--- src/rtl/gpio_bank_pkg.sv ---
package gpio_bank_pkg;

    localparam int ADDR_W  = 13;
    localparam int DATA_W  = 32;
    localparam int ROUTE_W = 3;
    localparam int OE_BIT  = 9;

    localparam logic [ROUTE_W-1:0] ROUTE_APPS = 3'd4;
    localparam logic [ROUTE_W-1:0] ROUTE_OFF  = 3'd7;

    typedef enum logic [2:0] {
        RK_NONE,
        RK_PADCFG,
        RK_PADIO,
        RK_IRQCFG,
        RK_IRQSTAT,
        RK_ROUTE
    } reg_kind_e;

    // packed MSB first: bit3 capture, bit2 edge mode, bit1 polarity, bit0 enable
    typedef struct packed {
        logic cap;
        logic edge_md;
        logic pol;
        logic en;
    } irq_cfg_t;

    typedef struct packed {
        reg_kind_e  kind;
        logic [7:0] pin;
    } reg_sel_t;

    typedef struct packed {
        logic               oe;
        logic               out;
        logic               lvl;
        irq_cfg_t           icfg;
        logic               stat;
        logic [ROUTE_W-1:0] route;
    } pin_view_t;

    function automatic reg_sel_t decode_addr(input logic [ADDR_W-1:0] a, input int npins);
        reg_sel_t s;
        s.kind = RK_NONE;
        s.pin  = '0;
        if (a[1:0] == 2'b00) begin
            if (a[12]) begin
                s.pin = a[11:4];
                if (int'(a[11:4]) < npins) begin
                    case (a[3:2])
                        2'd0:    s.kind = RK_PADCFG;
                        2'd1:    s.kind = RK_PADIO;
                        2'd2:    s.kind = RK_IRQCFG;
                        default: s.kind = RK_IRQSTAT;
                    endcase
                end
            end else if (a[12:10] == 3'b001) begin
                s.pin = a[9:2];
                if (int'(a[9:2]) < npins) s.kind = RK_ROUTE;
            end
        end
        return s;
    endfunction

    function automatic logic [DATA_W-1:0] format_read(input pin_view_t v, input reg_kind_e k);
        logic [DATA_W-1:0] w;
        w = '0;
        case (k)
            RK_PADCFG:  w[OE_BIT]        = v.oe;
            RK_PADIO:   w[1:0]           = {v.out, v.lvl};
            RK_IRQCFG:  w[3:0]           = v.icfg;
            RK_IRQSTAT: w[0]             = v.stat;
            RK_ROUTE:   w[ROUTE_W-1:0]   = v.route;
            default:    w                = '0;
        endcase
        return w;
    endfunction

endpackage

--- src/rtl/gpio_sync.sv ---
module gpio_sync #(
    parameter int STAGES = 2
) (
    input  logic clk,
    input  logic rst,
    input  logic d,
    output logic q
);
    logic [STAGES-1:0] sh;

    always_ff @(posedge clk) begin
        if (rst) sh <= '0;
        else     sh <= {sh[STAGES-2:0], d};
    end

    assign q = sh[STAGES-1];
endmodule

--- src/rtl/gpio_pin_unit.sv ---
module gpio_pin_unit
    import gpio_bank_pkg::*;
#(
    parameter int SYNC_STAGES = 2
) (
    input  logic              clk,
    input  logic              rst,
    input  logic              pad_in,
    input  logic              wr_en,
    input  reg_kind_e         wr_kind,
    input  logic [DATA_W-1:0] wdata,
    output logic              pad_out,
    output logic              pad_oe,
    output logic              irq_req,
    output pin_view_t         view
);
    logic               lvl;
    logic               prev;
    logic               oe_q;
    logic               out_q;
    irq_cfg_t           cfg_q;
    logic               stat_q;
    logic               pend_q;
    logic [ROUTE_W-1:0] route_q;
    logic               trig;
    logic               w1c;

    gpio_sync #(.STAGES(SYNC_STAGES)) u_sync (
        .clk (clk),
        .rst (rst),
        .d   (pad_in),
        .q   (lvl)
    );

    always_comb begin
        if (cfg_q.edge_md)
            trig = cfg_q.pol ? (lvl & ~prev) : (~lvl & prev);
        else
            trig = (lvl == cfg_q.pol);
    end

    assign w1c = wr_en && (wr_kind == RK_IRQSTAT) && wdata[0];

    always_ff @(posedge clk) begin
        if (rst) begin
            prev    <= 1'b0;
            oe_q    <= 1'b0;
            out_q   <= 1'b0;
            cfg_q   <= '0;
            route_q <= ROUTE_OFF;
        end else begin
            prev <= lvl;
            if (wr_en) begin
                case (wr_kind)
                    RK_PADCFG: oe_q    <= wdata[OE_BIT];
                    RK_PADIO:  out_q   <= wdata[1];
                    RK_IRQCFG: cfg_q   <= wdata[3:0];
                    RK_ROUTE:  route_q <= wdata[ROUTE_W-1:0];
                    default:   ;
                endcase
            end
        end
    end

    // a trigger in the clearing cycle wins so no event is lost
    always_ff @(posedge clk) begin
        if (rst) begin
            stat_q <= 1'b0;
            pend_q <= 1'b0;
        end else begin
            if (trig && cfg_q.cap) stat_q <= 1'b1;
            else if (w1c)          stat_q <= 1'b0;
            if (trig && cfg_q.en && cfg_q.edge_md) pend_q <= 1'b1;
            else if (w1c)                          pend_q <= 1'b0;
        end
    end

    assign irq_req = cfg_q.en && (route_q == ROUTE_APPS) && (cfg_q.edge_md ? pend_q : trig);
    assign pad_out = out_q;
    assign pad_oe  = oe_q;

    always_comb begin
        view.oe    = oe_q;
        view.out   = out_q;
        view.lvl   = lvl;
        view.icfg  = cfg_q;
        view.stat  = stat_q;
        view.route = route_q;
    end

    AST_STAT_NEEDS_CAP: assert property (@(posedge clk) disable iff (rst)
        $rose(stat_q) |-> $past(cfg_q.cap)) else $error("status set without capture");

    AST_W1C_CLEARS: assert property (@(posedge clk) disable iff (rst)
        (w1c && !trig) |=> !stat_q) else $error("write-one clear ignored");

    AST_EDGE_RECORDS: assert property (@(posedge clk) disable iff (rst)
        (cfg_q.cap && cfg_q.edge_md && trig) |=> stat_q) else $error("edge not recorded");

    AST_RESET_DEFAULTS: assert property (@(posedge clk) disable iff (rst)
        $past(rst) |-> (route_q == ROUTE_OFF && !pad_oe && !stat_q)) else $error("bad reset state");
endmodule

--- src/rtl/gpio_irq_bank.sv ---
module gpio_irq_bank
    import gpio_bank_pkg::*;
#(
    parameter int NUM_PINS = 4
) (
    input  logic                clk,
    input  logic                rst,
    input  logic [12:0]         bus_addr,
    input  logic                bus_wr,
    input  logic [31:0]         bus_wdata,
    input  logic                bus_rd,
    output logic [31:0]         bus_rdata,
    input  logic [NUM_PINS-1:0] pad_in,
    output logic [NUM_PINS-1:0] pad_out,
    output logic [NUM_PINS-1:0] pad_oe,
    output logic                summary_irq
);
    reg_sel_t          sel;
    pin_view_t         views [NUM_PINS];
    logic [NUM_PINS-1:0] req;
    logic [DATA_W-1:0] rd_word;

    assign sel = decode_addr(bus_addr, NUM_PINS);

    for (genvar i = 0; i < NUM_PINS; i++) begin : g_pin
        logic hit;
        assign hit = bus_wr && (sel.kind != RK_NONE) && (sel.pin == 8'(i));
        gpio_pin_unit u_pin (
            .clk     (clk),
            .rst     (rst),
            .pad_in  (pad_in[i]),
            .wr_en   (hit),
            .wr_kind (sel.kind),
            .wdata   (bus_wdata),
            .pad_out (pad_out[i]),
            .pad_oe  (pad_oe[i]),
            .irq_req (req[i]),
            .view    (views[i])
        );
    end

    always_comb begin
        rd_word = '0;
        for (int i = 0; i < NUM_PINS; i++)
            if (sel.pin == 8'(i)) rd_word = format_read(views[i], sel.kind);
    end

    always_ff @(posedge clk) begin
        if (rst)         bus_rdata <= '0;
        else if (bus_rd) bus_rdata <= rd_word;
    end

    assign summary_irq = |req;

    AST_RDATA_HOLD: assert property (@(posedge clk) disable iff (rst)
        !bus_rd |=> $stable(bus_rdata)) else $error("read data moved");

    AST_UNMAPPED_ZERO: assert property (@(posedge clk) disable iff (rst)
        (bus_rd && sel.kind == RK_NONE) |=> (bus_rdata == '0)) else $error("unmapped read nonzero");
endmodule

--- config.mk ---
export PLATFORM = sky130hd
export DESIGN_NAME = gpio_irq_bank
export DESIGN_NICKNAME = d
export VERILOG_FILES = /design/src/rtl/gpio_bank_pkg.sv /design/src/rtl/gpio_sync.sv /design/src/rtl/gpio_pin_unit.sv /design/src/rtl/gpio_irq_bank.sv
export SDC_FILE = /design/constraint.sdc
export NUM_CORES = 1
export LEC_CHECK = 0
export BUFFER_PORTS_ARGS = -buffer_cell sky130_fd_sc_hd__buf_2
export CAP_MARGIN = 30
export CORE_MARGIN = 2
export CORE_UTILIZATION = 45
export DETAILED_ROUTE_END_ITERATION = 6
export PLACE_DENSITY_LB_ADDON = 0.08
export SYNTH_ARGS = -nofsm -noshare
export SYNTH_HDL_FRONTEND = slang
export SYNTH_HIERARCHICAL = 1
export SYNTH_SLANG_ARGS = --single-unit
--- constraint.sdc ---
create_clock -name clk -period 4.75 [get_ports clk]
set_input_delay 0.2375 -clock clk [delete_from_list [all_inputs] [get_ports clk]]
set_output_delay 0.2375 -clock clk [all_outputs]
set_load 0.02 [all_outputs]
Word-level counts from Yosys, hierarchy flattened
Index checks and enable logic that the tools add are counted.

Mux-type cells: 54. Equality and inequality tests: 19. Div/mod/pow operators: 0. Shift operators: 0. $add $sub $neg: 0. Reduce and logical (&&, ||, !) cells: 62. Bitwise operators: 16. $mul: 0. $lt $le $gt $ge: 2.

Operators with widths (count): $mux 32 (3); $logic_and 1x1->1 (33); $mux 11 (3); $mux 1 (32); $reduce_and 2->1 (16); $eq 3x3->1 const B (6); $eq 8x2->1 const B (2); $lt 8x3->1 const B (2); $pmux 1 s4 (4); $reduce_bool 2->1 (8); $pmux 1 s3 (4); $mux 10 (1); $pmux 3 s3 (1); $and 1x1->1 (8); $eq 8x1->1 const B (1); $logic_not 8->1 (1); $not 1->1 (8); $pmux 1 s2 (4); $eq 3x1->1 const B (2); $eq 3x2->1 const B (2); $mux 3 (2); $eq 1x1->1 (4); $logic_not 2->1 (2); $reduce_or 4->1 (1); 3 further kinds (3).

Latch bits: 0. ROM bits: 0. Register bits after elaboration: 88. Word-level logic and storage cells: 198. Output and inout port bits: 41. Memories kept: 0. Bits of input ports: 53. RAM bits: 0.

Depth between registers and ports, before layout
Gate-level depths: netlist of run 1.

Depth after elaboration: 12. Mapped depth: 10. Depth with buffers taken out: 10.

Modules after synthesis
Netlist of run 1, hierarchy kept.

Modules (own cells, without submodules): gpio_pin_unit (sequential area each 240.2 um^2, instances 4, area each 573.0 um^2, cells an instance 57); gpio_irq_bank (sequential area each 100.1 um^2, instances 1, area each 1164.9 um^2, cells an instance 150); gpio_sync (sequential area each 40.0 um^2, instances 4, area each 52.6 um^2, cells an instance 4).

Worst setup path before layout of run 1
OpenSTA, ideal clock, no wires.

Kind: input to register. Start point: input port bus_addr[2]. End point: register g_pin[2].u_pin.route_q[0]. Cell stages on the path: 8. Setup slack: 1.210 ns. Data arrival time: 3.421 ns. Buffers on the path: 0. Library setup time: 0.120 ns. Required time: 4.630 ns. Cells stage by stage: inv_1 ha_1 or3b_2 nor3_1 o31ai_1 nor3_1 nand4b_2 a211o_1.

RTL lines: start: declaration (RTL line gpio_irq_bank.sv:8) `input logic [12:0] bus_addr,`; end signal: assignment (RTL line gpio_pin_unit.sv:58) `RK_ROUTE: route_q <= wdata[ROUTE_W-1:0];`; end: declaration (RTL line gpio_pin_unit.sv:24) `logic [ROUTE_W-1:0] route_q;`.

==> flow_summary.ini, run 1 <==
[status]
outcome = finished clean

[yosys]
synth.area.mux_share_pct = 10.20
synth-async-reset-ratio_pct = 0
synth_edf_count = 0
yosys-top-cells-area = dfxtp_1 33%, mux2i_1 9.3%, buf_4 8.8%
synth_fa_ha_area_share_pct = 1.024
synth_compound_gate_area_share_pct = 17.67
yosysTopAreaCellShare_pct = 33.30
ys_types = 58
synth.largest_area_cell = dfxtp_1
syn_inst = 394
synth_top_family_by_area = simple AND/OR/NAND/NOR gates
yosysWarnings = 6
synth_xor_area_share_pct = 0.9553
synthFlopType = dfxtp_1
avgSynthCellArea_um2 = 9.308
synth_seq_area_share_pct = 33.30
synth_area_um2 = 3667
ys_seq_elements = 61
synth-simple-area-share_pct = 25.66

[place]
port_buffers = 39
place_congestion = 0.9244
placed_area_um2 = 3776
dp_hpwl_um = 6478

[global_routing]
grt_antenna_before_repair = 0
overflow = 0
first_global_vias = 2777
track_usage_pct = 21.54
grt_pass1_wl_um = 14390
grt_max_degree = 37

[detailed_routing]
routed_wl_um = 9032
vias_per_cell = 5.582
dr_total_vias = 2975
wl_per_cell_um = 16.95
drtIter0Drc = 152
drtPass1Iterations = 4
antenna_left = 0
drc = 0

[critical_path]
critPathKind = in -> reg
critPathMaxFanout = 11
timing.rr.start = g_pin[1].u_pin/view[5]
critPathLaunchType = primary input
reg2regPathDepth = 4
regToRegEndpoint = bus_rdata[1]
reg2reg_slack_ns = 3.39
cp.required_ns = 4.97
end_kind = register
critPathArrivalTime_ns = 3.28

[floorplanning]
die_h_um = 94.28
fp.dieW_um = 94.28
io-pin-count = 94
die_area_um2 = 8888
coreArea_um2 = 7807
rows = 32
initial_core_util_pct = 46.97

[clock_tree]
cts_root_buf = clkbuf_8
cts_resized = 0
clock_sinks = 61
clockBufferDepth = 2
cts_inserted_buffers = 9
cts_tree = yes
path_clk_slew_ns = 0.07
cts.htree.levels = 3
insertion_delay_ns = 0.35
holdBufCountCts = 0
postCtsSetupRepairBufs = 0

[sta]
fin_crit_sh_pct = 64.47
fin_tns_setup_ns = 0
whs_ns = 0.09610
fin_skew_ns = 0.008083
rsz0062_at_grt = false
slew_headroom_pct = 48.82
period_needed_ns = 3.062
setup_viol = 0
hold_viol_final = 0
worst_pin_slew_ns = 0.7619
slew_viol_final = 0
max_freq_mhz = 326.6

[layout]
drive_gt1_share_pct = 20.65
layout_commonest_cell = dfxtp_1
area.growth.synth_to_final_pct = 8.188
diodes = 0
final_area_um2 = 3968
final_cell_mix = 61 x dfxtp_1, 56 x nor2_1, 39 x buf_2
fin_nets = 482

[run]
cap_violations = 0

[power]
ir_worst_vdd_uv = 209.5
total_power_uw = 1075
p_per_area_nw_per_um2 = 271.0
p_leak_uw = 0.001868

[min_path]
min_path_cells = 2
worstHoldStart = pad_in[1]
holdPathEnd = g_pin[1].u_pin/u_sync/sh[0]
hp-class = in -> reg
## registers in the layout, indices dropped and copies added (netlist names)
name                   count
bus_rdata                  5
g_pin.u_pin/pad_oe         4
g_pin.u_pin/pad_out        4
g_pin.u_pin/pend_q         4
g_pin.u_pin/prev           4
g_pin.u_pin/route_q       12
g_pin.u_pin/stat_q         4
g_pin.u_pin/u_sync/sh      8
g_pin.u_pin/view          16
## synth_stat cells, types with 3 or more instances
master     count
clkbuf_1       4
nand3b_1       4
a21oi_1        9
a21boi_0       4
mux2_2         3
o2bb2ai_1      8
inv_1         14
a21oi_2        4
xnor2_1        4
nor4_1         6
a211o_1       12
dfxtp_1       61
ha_1           3
buf_4         43
nand2_1       11
nand3_1        3
and4bb_1      12
nor2b_1       14
mux2i_1       34
a22oi_1       10
o21ai_0        8
nand2b_1      10
nor2_1        56
nand4b_2       8
## kinds of logic (layout without fill, tap and decap cells)
group | count (synthesis) | count (layout)
fa+ha+maj | 3 | 3
other cells | 1 | 27
flops | 61 | 61
xor+xnor | 4 | 4
compound gates | 80 | 80
simple gates | 145 | 145
mux | 37 | 37
buf+inv | 63 | 74
## worst max path at each step
stage                     start  slack [ns]  cells past startpoint                   endpoint
floorplan           bus_addr[2]        1.21                      8  g_pin[2].u_pin/route_q[0]
detailed placement  bus_addr[8]        1.39                      9     g_pin[2].u_pin/view[5]
finish              bus_addr[8]        1.69                      9     g_pin[2].u_pin/view[5]
global placement    bus_addr[8]        1.42                      9     g_pin[2].u_pin/view[4]
CTS                 bus_addr[8]        1.75                      9     g_pin[2].u_pin/view[5]
global route        bus_addr[8]        1.45                      9     g_pin[2].u_pin/view[4]
## final cells by class
cell class / count / area [µm²]
flip-flops and latches: 61 / 1221
clock buffers: 11 / 141.4
clock inverters: 5 / 50.05
well taps: 102 / 127.6
multi-input cells: 296 / 2142
repair buffers: 44 / 232.7
inverters: 14 / 52.55
fillers: 765 / 3840
## through the flow
step | worst slack, ns | util [%] | cells
after floorplan | 1.210 | - | 420
after global placement | 1.424 | 48.37 | 517
after detailed placement | 1.386 | 48.37 | 517
after CTS | 1.749 | 50.82 | 533
after global routing | 1.452 | 50.82 | 533
final | 1.688 | 50.82 | 533
## critical path, cell delays in order
cell      delay [ns]
buf_2           0.10
nor4_1          0.67
and4_1          0.59
a31o_2          0.20
o31ai_1         0.13
nor3_1          0.68
nand4b_2        0.36
mux2i_1         0.24
nor2_1          0.06
## layer usage
metal  track usage [%]  share of wire [%]
met1             29.44                 48
met2             33.15                 44
met3             5.217                6.0
met4             7.367                2.2
met5                 0                  0
## report_power, final
group	internal (µW)	switching, µW	total (µW)
clock	253	206	459
sequential	515	2.65	518
combinational	30.0	67.9	98.0
Power figures use the tool's default switching activity.
==> inputs of run 2 (changes only) <==
==> constraint.sdc (replaced) <==
create_clock -name clk -period 2.5 [get_ports clk]
set_input_delay 0.125 -clock clk [delete_from_list [all_inputs] [get_ports clk]]
set_output_delay 0.125 -clock clk [all_outputs]
set_load 0.02 [all_outputs]
==> run 2 against run 1 <==
  * Setup slack got worse by 1.3 ns
  * Utilization rose by 2.0 points
  * Clock-buffer cell count rose by 1
  * Critical path type unchanged
  * Global-route usage rose by 0.76 points
  * Cell area rose by 3.9%
  * First-iteration DRC count fell by 11%
  * Largest power group unchanged
  * Critical path depth did not move
  * Highest routed layer unchanged
  * Clock skew fell by 0.0024 ns
  * Non-clock buffer count rose by 17
  * Power rose by 82%
  * Via count rose by 0.27%
  * Clock power rose by 67%
==> flow_summary.ini, run 2 (same netlist as run 1, synthesis figures left out) <==
[power]
power.switching_uw = 505.1
p_per_area_nw_per_um2 = 473.5
p_seq_share_pct = 50.4
p_leak_uw = 0.001953
ir_worst_vdd_uv = 335.9
power_frac_clock_pct = 39.2
power.internal_uw = 1447
total_power_uw = 1952
sw_frac_of_total_pct = 25.87
pwr-share-comb_pct = 10.4

[place]
dp_slack_ns = 0.09154
place_congestion = 0.8887
placed_area_um2 = 3918
port_buffers = 39
dp_hpwl_um = 6603

[critical_path]
endpoint = g_pin[0].u_pin/pad_oe
regToRegEndpoint = bus_rdata[1]
reg2regPathDepth = 4
critPathKind = in -> reg
critPathArrivalTime_ns = 2.29
reg2reg_slack_ns = 1.18
cp.required_ns = 2.72
critPathMaxFanout = 5
timing.rr.start = g_pin[1].u_pin/view[5]
critPathLaunch = bus_addr[8]
end_kind = register
critPathLaunchType = primary input

[detailed_routing]
routed_wl_um = 9243
vias_per_cell = 5.443
drtPass1Iterations = 4
drc = 0
dr_total_vias = 2983
antenna_left = 0
drtIter0Drc = 135
wl_per_cell_um = 16.87

[clock_tree]
clockBufferDepth = 2
cts_inserted_buffers = 9
path_clk_slew_ns = 0.06
insertion_delay_ns = 0.34
postCtsSetupRepairBufs = 0
cts_tree = yes
cts_root_buf = clkbuf_8
clock_sinks = 61
holdBufCountCts = 4
cts.htree.levels = 3
cts_resized = 0

[sta]
setup_viol = 0
slew_viol_final = 0
hold_viol_final = 0
fin_crit_sh_pct = 82.96
fin_tns_setup_ns = 0
rsz0062_at_grt = false
slew_headroom_pct = 57.91
worst_pin_slew_ns = 0.6256
period_needed_ns = 2.074
post-route-worst-setup-slack_ns = 0.4260
fin_skew_ns = 0.005669
max_freq_mhz = 482.2

[floorplanning]
coreArea_um2 = 7807
die_area_um2 = 8888
initial_core_util_pct = 46.97
io-pin-count = 94
die_h_um = 94.28
rows = 32
fp.dieW_um = 94.28

[run]
cap_violations = 0

[global_routing]
grt_antenna_before_repair = 0
first_global_vias = 2867
overflow = 0
track_usage_pct = 22.30
grt_max_degree = 41
grt_pass1_wl_um = 14880

[min_path]
hp-class = in -> reg

[layout]
largest_reg_flops = 16
final_cell_mix = 61 x dfxtp_1, 56 x nor2_1, 39 x buf_2
final_area_um2 = 4123
fin_nets = 499
drive_gt1_share_pct = 23.09
layout_commonest_cell = dfxtp_1
diodes = 0
area.growth.synth_to_final_pct = 12.42

[status]
outcome = finished clean
==> run 2: layout make-up <==
type,instances,area (µm²)
Tap cell,102,127.6
Fill cell,762,3685
Clock buffer,12,155.1
Multi-Input combinational cell,296,2173
Sequential cell,61,1221
Inverter,14,52.55
Timing Repair Buffer,61,382.9
Clock inverter,2,10.01
==> run 2: how the worst min path moves through the flow <==
stage / start / end / slack (ns) / cells past startpoint
finish: bus_wdata[9] / g_pin[2].u_pin/pad_oe / 0.14 / 3
global route: bus_wdata[3] / g_pin[0].u_pin/view[7] / 0.15 / 3
CTS: bus_wdata[9] / g_pin[2].u_pin/pad_oe / 0.13 / 3
detailed placement: pad_in[0] / g_pin[0].u_pin/u_sync/sh[0] / 0.34 / 2
global placement: pad_in[3] / g_pin[3].u_pin/u_sync/sh[0] / 0.33 / 2
floorplan: rst / g_pin[0].u_pin/u_sync/sh[0] / 0.20 / 1
==> run 2: metal layers <==
metal | vias up | GRT usage [%] | part of all wire, %
li1 | 1473 | - | -
met1 | 1407 | 31.10 | 49
met2 | 88 | 33.51 | 44
met3 | 15 | 3.772 | 4.6
met4 | 0 | 10.27 | 2.2
met5 | - | 0 | 0
==> run 2: critical path, stage by stage <==
cell and delay, ns:
buf_2 0.11, or4_4 0.55, or4_4 0.45, nand2_1 0.11, a21oi_1 0.09, nor2_1 0.31, and4bb_1 0.27, mux2i_1 0.22
nor2_1 0.05
==> run 2: through the flow <==
step           std cells  util (%)  hold slack, ns
6_report             548     52.80          0.1396
4_1_cts              548     52.80          0.1280
3_3_place_gp         530     50.18          0.3332
5_1_grt              548     52.80          0.1456
3_5_place_dp         530     50.18          0.3366
2_1_floorplan        420         -          0.1966
==> run 2: power by group through the flow <==
stage | combinational [µW] | sequential [µW] | clock [µW]
after floorplan | 156 | 1000 | 0
after global placement | 194 | 1010 | 0
after detailed placement | 197 | 1010 | 0
after CTS | 202 | 984 | 788
after global routing | 222 | 985 | 835
final | 203 | 984 | 765
==> inputs of run 3 (changes only) <==
==> constraint.sdc (replaced) <==
create_clock -name clk -period 1.8 [get_ports clk]
set_input_delay 0.09 -clock clk [delete_from_list [all_inputs] [get_ports clk]]
set_output_delay 0.09 -clock clk [all_outputs]
set_load 0.02 [all_outputs]
==> run 3 against run 2 <==
  * The flow now finishes with violations (setup timing)
  * First-iteration DRC count rose by 53%
  * Sequential share of layout area is 4.0 points lower
  * Wire length up 8.7%
  * Largest cell class unchanged
  * Clock skew about the same
  * Utilization is 9.0 points higher
  * Sequential power up 38%
  * Combinational power grew 79%
  * Global-route usage increased by 1.1 points
  * Cell area grew 17%
  * Register-to-register slack lost 0.71 ns
  * Die area unchanged
  * Non-clock buffer count rose by 44
==> flow_summary.ini, run 3 (same netlist as run 1, synthesis figures left out) <==
[status]
outcome = finished with violations
violations = setup timing

[layout]
diodes = 0
fill_cells = 683
layout_commonest_cell = buf_4
final_cells = 594
drive_gt1_share_pct = 36.79
fin_nets = 543
area.growth.synth_to_final_pct = 31.59
largest_reg_flops = 16
final_cell_mix = 56 x buf_4, 52 x dfxtp_1, 49 x nor2_1

[sta]
period_needed_ns = 1.880
post-route-worst-setup-slack_ns = -0.07981
max_freq_mhz = 532.0
hold_viol_final = 0
rsz0062_at_grt = true
fin_tns_setup_ns = -0.5260
setup_viol = 22
fin_crit_sh_pct = 104.4
fin_skew_ns = 0.005344
slew_viol_final = 0

[power]
power_frac_clock_pct = 46.6
sw_frac_of_total_pct = 23.86
p_leak_uw = 0.002357
p_seq_share_pct = 42.1
power.switching_uw = 773.2
ir_worst_vdd_uv = 569.2
power.internal_uw = 2467
p_per_area_nw_per_um2 = 671.5
pwr-share-comb_pct = 11.2

[floorplanning]
initial_core_util_pct = 46.97
io-pin-count = 94
rows = 32
die_h_um = 94.28
coreArea_um2 = 7807
fp.dieW_um = 94.28
die_area_um2 = 8888

[place]
place_congestion = 0.8180
place_inst = 567
dp_slack_ns = -0.5202
port_buffers = 39
dp_hpwl_um = 7014

[critical_path]
critPathArrivalTime_ns = 2.11
critPathMaxFanout = 5
critPathKind = in -> reg
cp.required_ns = 2.03
end_kind = register
critPathLaunchType = primary input

[clock_tree]
clockBufferDepth = 2
cts_root_buf = clkbuf_8
path_clk_slew_ns = 0.07
cts_inserted_buffers = 9
clock_sinks = 61
cts.htree.levels = 3
insertion_delay_ns = 0.34
cts_tree = yes

[detailed_routing]
routed_wl_um = 10040
dr_total_vias = 3217
antenna_left = 0
drc = 0
drtIter0Drc = 207
drtPass1Iterations = 5
vias_per_cell = 5.416
wl_per_cell_um = 16.91

[global_routing]
grt_pass1_wl_um = 15770
grt_max_degree = 28
met1_usage_pct = 31.98
first_global_vias = 3024
grt_antenna_before_repair = 0
grtUsageMet2_pct = 37.26
use_met3_pct = 4.254
track_usage_pct = 23.37
busiest_layer = met2
overflow = 0

[min_path]
hp-class = in -> reg

[run]
cap_violations = 0
run 3: path summary, 6_finish.rpt:
kind              cells after the start                        start                          end  slack [ns]
hold / removal                        2                          rst        g_pin[3].u_pin/pad_oe        0.09
setup reg to reg                      4       g_pin[1].u_pin/view[5]                 bus_rdata[1]        0.47
setup / recovery                     10                  bus_addr[7]       g_pin[0].u_pin/pad_out       -0.08
hold reg to reg                       1  g_pin[0].u_pin/u_sync/sh[0]  g_pin[0].u_pin/u_sync/sh[1]        0.44
run 3: timing repair:
| action | 4_1_cts | 5_1_grt |
|---|---|---|
| pin swaps | 13 | 19 |
| setup buffers | 5 | 5 |
| hold buffers | 4 | 0 |
| setup endpoints to repair | 46 | 48 |
| resized for setup | 25 | 35 |
| endpoints found under the hold margin | 4 | 0 |
run 3: area by class of cell:
cell class | count | area, µm² | share of cell area (%)
Multi-Input combinational cell | 296 | 2371 | 49.13
Sequential cell | 61 | 1235 | 25.59
Clock inverter | 4 | 95.09 | 1.970
Timing Repair Buffer | 105 | 784.5 | 16.26
Inverter | 14 | 67.56 | 1.400
Clock buffer | 12 | 145.1 | 3.008
Tap cell | 102 | 127.6 | 2.645
run 3: critical path, cell delays in order:
cell	delay (ns)
buf_6	0.09
or4_4	0.56
or4_4	0.46
nand2_4	0.09
a21oi_2	0.06
nor2_1	0.12
buf_4	0.17
and4bb_1	0.22
mux2i_1	0.19
nor2_1	0.05
run 3: power groups by stage:
stage	Clock, µW	Sequential (µW)	Combinational [µW]
after global routing	1590	1370	394
after detailed placement	0	1400	320
final	1510	1360	364
after global placement	0	1400	318
after CTS	1530	1360	345
after floorplan	0	1400	224
run 3: per-layer routing:
layer	wire [µm]	part of all wire [%]	up-vias
met5	0	0	-
met4	195	1.9	0
met3	655	6.5	15
met2	4589	46	120
met1	4603	46	1522
li1	-	-	1560
run 3: through the flow:
| stage | power (µW) | area (µm²) | util, % | hold WS (ns) |
|---|---|---|---|---|
| floorplan | 1619 | 3847 | - | 0.1616 |
| global placement | 1715 | 4242 | 54.33 | 0.2971 |
| detailed placement | 1717 | 4242 | 54.33 | 0.3049 |
| CTS | 3238 | 4646 | 59.50 | 0.07368 |
| global route | 3345 | 4826 | 61.81 | 0.1001 |
| finish | 3240 | 4826 | 61.81 | 0.09297 |
